File: config.mk
export PLATFORM = sky130hd
export DESIGN_NAME = ddr2_init_seq
export DESIGN_NICKNAME = d
export VERILOG_FILES = /design/src/rtl/ddr2_init_seq.sv
export SDC_FILE = /design/constraint.sdc
export NUM_CORES = 1
export LEC_CHECK = 0
export BUFFER_PORTS_ARGS = -buffer_cell sky130_fd_sc_hd__buf_2
export CORE_AREA = 4 4 73 75
export CTS_BUF_LIST = sky130_fd_sc_hd__clkbuf_16
export CTS_CLUSTER_DIAMETER = 150
export CTS_CLUSTER_SIZE = 24
export DETAILED_ROUTE_END_ITERATION = 6
export DIE_AREA = 0 0 77 79
export HOLD_SLACK_MARGIN = 0.08
export PLACE_DENSITY = 0.71
export SYNTH_ARGS = -nofsm -noshare
export SYNTH_HDL_FRONTEND = slang
export SYNTH_SLANG_ARGS = --single-unit
File: constraint.sdc
create_clock -name clk -period 4.9 [get_ports clk]
set_input_delay 0.735 -clock clk [delete_from_list [all_inputs] [get_ports clk]]
set_output_delay 0.735 -clock clk [all_outputs]
set_load 0.02 [all_outputs]
File: src/rtl/ddr2_init_seq.sv
module ddr2_init_seq #(
  parameter int TCK_PS         = 8000,
  parameter int TRPA_PS        = 25000,
  parameter int TRFC_PS        = 327000,
  parameter int CAS_LAT        = 5,
  parameter int ADD_LAT        = 0,
  parameter int WR_REC         = 2,
  parameter int RTT_OHM        = 75,
  parameter bit SEQ_BURST      = 1'b1,
  parameter bit FULL_DRIVE     = 1'b1,
  parameter bit DIFF_STROBE    = 1'b1,
  parameter bit BYPASS         = 1'b0,
  parameter int PWRUP_PS       = 200_000_000,
  parameter int CKE_SETTLE_PS  = 400_000,
  parameter int TMRD_CYC       = 2,
  parameter int DLL_LOCK_CYC   = 200,
  parameter int SIM_PWRUP_CYC  = 20,
  parameter int SIM_SETTLE_CYC = 8,
  parameter int SIM_DLL_CYC    = 16,
  parameter int PHASES         = 4,
  parameter int ADDR_W         = 14,
  parameter int BA_W           = 3
) (
  input  logic              clk,
  input  logic              rst_n,
  input  logic              start_i,
  input  logic              fast_sim_i,
  output logic              cke_o,
  output logic              cs_n_o,
  output logic              ras_n_o,
  output logic              cas_n_o,
  output logic              we_n_o,
  output logic [BA_W-1:0]   bank_o,
  output logic [ADDR_W-1:0] addr_o,
  output logic              odt_o,
  output logic              done_o
);

  localparam int W_PWR = (PWRUP_PS + TCK_PS - 1) / TCK_PS;
  localparam int W_CKE = (CKE_SETTLE_PS + TCK_PS - 1) / TCK_PS;
  localparam int W_RP  = (TRPA_PS + TCK_PS - 1) / TCK_PS;
  localparam int W_RFC = (TRFC_PS + TCK_PS - 1) / TCK_PS;
  localparam int W_RDX = ADD_LAT + CAS_LAT + 4;
  localparam int CNT_W = $clog2(W_PWR + W_CKE + W_RFC + DLL_LOCK_CYC + 2*PHASES + W_RDX + 2);

  localparam logic [3:0] CMD_DES = 4'b1111;
  localparam logic [3:0] CMD_NOP = 4'b0111;
  localparam logic [3:0] CMD_PRE = 4'b0010;
  localparam logic [3:0] CMD_REF = 4'b0001;
  localparam logic [3:0] CMD_MRS = 4'b0000;
  localparam logic [3:0] CMD_RD  = 4'b0101;

  localparam logic [12:0] MR_WORD  = 13'((WR_REC - 1) << 9) | 13'(CAS_LAT << 4)
                                   | (SEQ_BURST ? 13'h000 : 13'h008) | 13'h003;
  localparam logic [12:0] RTT_BITS = (RTT_OHM == 50) ? 13'h044 :
                                     (RTT_OHM == 75) ? 13'h004 : 13'h040;
  localparam logic [12:0] EMR_WORD = (DIFF_STROBE ? 13'h000 : 13'h400) | 13'(ADD_LAT << 3)
                                   | RTT_BITS | (FULL_DRIVE ? 13'h000 : 13'h002);

  typedef enum logic [4:0] {
    S_IDLE, S_PWR, S_CKE, S_PRE1, S_EMR2, S_EMR3, S_EMR_DLL, S_MR_RST, S_PRE2,
    S_REF1, S_REF2, S_MR, S_OCD_DEF, S_OCD_EXIT, S_RD0, S_RD1, S_RD2, S_DONE
  } step_t;

  step_t            st, nxt;
  logic [CNT_W-1:0] cnt;
  logic             first;
  logic [3:0]       cmd;
  logic [BA_W-1:0]  ba;
  logic [12:0]      a;

  function automatic logic [CNT_W-1:0] wait_of(step_t s, logic fast);
    int w;
    case (s)
      S_PWR:            w = fast ? SIM_PWRUP_CYC : W_PWR;
      S_CKE:            w = fast ? SIM_SETTLE_CYC : W_CKE;
      S_PRE1, S_PRE2:   w = W_RP;
      S_REF1, S_REF2:   w = W_RFC;
      S_OCD_EXIT:       w = fast ? SIM_DLL_CYC : DLL_LOCK_CYC;
      S_RD0:            w = PHASES;
      S_RD1:            w = 2 * PHASES;
      S_RD2:            w = W_RDX;
      default:          w = TMRD_CYC;
    endcase
    return CNT_W'(w);
  endfunction

  assign nxt = step_t'(st + 5'd1);

  always_ff @(posedge clk or negedge rst_n) begin
    if (!rst_n) begin
      st    <= S_IDLE;
      cnt   <= '0;
      first <= 1'b0;
    end else begin
      first <= 1'b0;
      if (st == S_IDLE) begin
        if (start_i) begin
          st    <= BYPASS ? S_DONE : S_PWR;
          cnt   <= wait_of(S_PWR, fast_sim_i) - 1'b1;
          first <= 1'b1;
        end
      end else if (st != S_DONE) begin
        if (cnt == '0) begin
          st    <= nxt;
          cnt   <= wait_of(nxt, fast_sim_i) - 1'b1;
          first <= 1'b1;
        end else begin
          cnt <= cnt - 1'b1;
        end
      end
    end
  end

  always_comb begin
    cmd = (st == S_IDLE || BYPASS) ? CMD_DES : CMD_NOP;
    ba  = '0;
    a   = '0;
    if (first && !BYPASS) begin
      case (st)
        S_PRE1, S_PRE2: begin cmd = CMD_PRE; a = 13'h400; end
        S_EMR2:         begin cmd = CMD_MRS; ba = BA_W'(2); end
        S_EMR3:         begin cmd = CMD_MRS; ba = BA_W'(3); end
        S_EMR_DLL:      begin cmd = CMD_MRS; ba = BA_W'(1); a = EMR_WORD; end
        S_MR_RST:       begin cmd = CMD_MRS; a = MR_WORD | 13'h100; end
        S_REF1, S_REF2: cmd = CMD_REF;
        S_MR:           begin cmd = CMD_MRS; a = MR_WORD; end
        S_OCD_DEF:      begin cmd = CMD_MRS; ba = BA_W'(1); a = EMR_WORD | 13'h380; end
        S_OCD_EXIT:     begin cmd = CMD_MRS; ba = BA_W'(1); a = EMR_WORD; end
        S_RD0, S_RD1, S_RD2: cmd = CMD_RD;
        default: ;
      endcase
    end
  end

  assign {cs_n_o, ras_n_o, cas_n_o, we_n_o} = cmd;
  assign bank_o = ba;
  assign addr_o = ADDR_W'(a);
  assign cke_o  = !BYPASS && st != S_IDLE && st != S_PWR;
  assign odt_o  = 1'b0;
  assign done_o = (st == S_DONE);

endmodule

==> flow_summary.yaml <==
cells_and_area:
  seq_area_um2: 526
  area_growth_pct: 6.25
  multiInputGateArea_um2: 1420
  num-fill-cells: 442
  stdcell_count: 323
  diodes: 0
  fin_nets: 281
  fin_area_um2: 2230
  drive_gt1_share_pct: 13.8
route:
  drt_pass1_iterations: 4
  wl_per_cell_um: 16.3
  avgViaCountPerCell: 6.23
  drt_iter0_drc: 174
  drc: 0
  wl_um: 5260
  num_vias: 2011
  ant_nets: 0
clock_network:
  numCtsBuffers: 3
  cts-root-buf: "clkbuf_16"
  htreeDepth: 1
  cts_resized: 0
  cts.sinks: 21
  post-cts-setup-buffers: 0
  cts_buffer_depth: 2
  cts_hold_buffers: 0
  cts_tree: "built"
  clock_latency_ns: 0.26
  clkTransAtPathRegs_ns: 0.06
yosys:
  ys_top_cells_by_count: "28 x nand2_1, 21 x dfrtp_1, 20 x a21oi_1, 20 x nor2_1, 12 x buf_4"
  synth_edf_count: 0
  ys_warn_count: 0
  yosys.cell_count.top_type: "nand2_1"
  synth_area_leaders: "dfrtp_1 25%, nand2_1 5.0%, a21oi_1 4.8%, buf_4 4.3%, ha_1 4.2%"
  synthCells: 261
  synth_cell_types: 66
  synth-seq-area-share_pct: 25.0
  synth_top_cell_by_area: "dfrtp_1"
  synth_top_area_share_pct: 25.0
  synthArstFlopShare_pct: 100
  netlist_area_um2: 2100
  ys.flop_type: "dfrtp_1"
  syn_area_per_cell_um2: 8.05
  ys_ff_latch: 21
worst_setup_path:
  required_ns: 5.08
  cp-end-kind: "flop"
  start_kind: "flop"
  path_class: "reg -> reg"
  cp_max_fo: 10
  cp.arrival_ns: 4.12
global_route:
  grt_pass1_vias: 1900
  track_usage_pct: 18.4
  grt_overflow: 0
  grt_pass1_wl_um: 9320
  grt_max_degree: 22
  antenna_found_initial: 0
place:
  place.gp.congestion: 0.978
  dpl_cell_area_um2: 2150
  portBuffers: 20
  place_inst: 319
  hpwl_um: 3970
floorplan:
  start_util_pct: 45.1
  core_um2: 4660
  ios: 28
  row_count: 25
  die_x_um: 77
  die_y_um: 79
  fp.dieArea_um2: 6080
pwr:
  power_uw: 498
  ir_worst_vdd_mv: 0.184
  leakagePower_uw: 0.000970
  power_density_nw_per_um2: 223
timing:
  period_needed_ns: 3.94
  worstMarginPinSlew_ns: 0.914
  setup_violations: 0
  relSlewSlack_pct: 39.0
  rsz0062_at_grt: "false"
  hold_violations: 0
  fin_tns_setup_ns: 0
  slew_viol_final: 0
  max_freq_ghz: 0.254
  min_period_over_period_pct: 80.3
  hold_ws_ns: 0.432
  finClkSkew_ns: 0.00678
worst_hold_path:
  worstHoldPathType: "in -> async"
job:
  maxCapViolations: 0
run_status:
  outcome: "finished clean"
-- path summary, 6_finish.rpt --
kind	slack [ns]	depth (start not counted)	startpoint	endpoint
min in group clk	0.52	1	cnt[12]$_DFFE_PN0P_	cnt[12]$_DFFE_PN0P_
min reg2reg	0.52	1	cnt[12]$_DFFE_PN0P_	cnt[12]$_DFFE_PN0P_
max in group asynchronous	4.14	1	rst_n	st[4]$_DFFE_PN0P_
max	0.96	14	st[0]$_DFFE_PN0P_	cnt[12]$_DFFE_PN0P_
max reg2reg	0.96	14	st[0]$_DFFE_PN0P_	cnt[12]$_DFFE_PN0P_
min	0.43	1	rst_n	cnt[12]$_DFFE_PN0P_
-- critical path: stages (launching register included) --
cell      delay, ns
dfrtp_1        0.48
ha_1           0.39
and3_1         0.20
ha_1           0.40
inv_1          0.14
or3_1          0.44
o31a_1         0.13
a21oi_1        0.11
or2_2          0.12
ha_1           0.17
inv_1          0.05
a211oi_1       0.40
nand4_1        0.28
nor4_1         0.32
mux2i_1        0.22
-- flip-flops by register name, summed over array words and instances (netlist names) --
signal / flops
st: 5
cnt: 15
first: 1
-- layer usage --
metal	vias up	share of wire (%)	GRT usage (%)
met5	-	0	0
met4	0	2.5	8.01
met3	16	6.4	3.06
met2	76	45	28.5
met1	947	46	25.2
li1	972	-	-
-- layout by cell type, fill, tap and decap left out, drive strengths merged, types with 3 or more instances in the layout --
master	netlist	routed
o22ai	4	4
o21ai	10	10
or3	3	3
or4	5	5
ha	7	7
a2111oi	4	4
and3	6	6
nand3b	3	3
nand3	7	7
buf	16	20
clkbuf	6	3
dfrtp	21	21
inv	11	12
nand2	28	28
nand4	3	3
a21boi	3	3
mux2i	5	5
a31o	3	3
conb	1	7
and4	3	3
nor3	11	11
nor2	20	20
a211oi	5	5
a31oi	3	3
nor4	5	5
xnor2	8	8
a21oi	21	21
-- final cells by class --
class                      count  share of cell area [%]
clock buffer                   3                    3.36
sequential                    21                    23.5
clock inverter                 1                   0.168
multi-input combinational    213                    63.6
tap                           54                    3.03
timing repair buffer          20                    4.48
inverter                      11                    1.85
-- report_power, final --
part	switching, uW	internal, uW	total, uW
clock	65.1	109	174
sequential	28.9	195	224
combinational	58.7	41.9	101
-- per-stage QoR --
stage / worst slack [ns] / utilization, %
3_5_place_dp: 1.04 / 46.2
6_report: 0.964 / 47.9
5_1_grt: 0.597 / 47.9
4_1_cts: 1.00 / 47.9
2_1_floorplan: 1.48 / -
3_3_place_gp: 1.24 / 46.2
-- logic make-up after synthesis --
family / share of synthesized area (%)
flip-flops: 25.0
AO/OA/AOI/OAI: 26.8
AND/OR/NAND/NOR: 27.9
multiplexers: 2.92
adder cells (fa/ha/maj): 4.17
other: 0.178
buffers and inverters: 8.51
XOR/XNOR: 4.52
No activity file was read; power rests on OpenSTA's default activity.
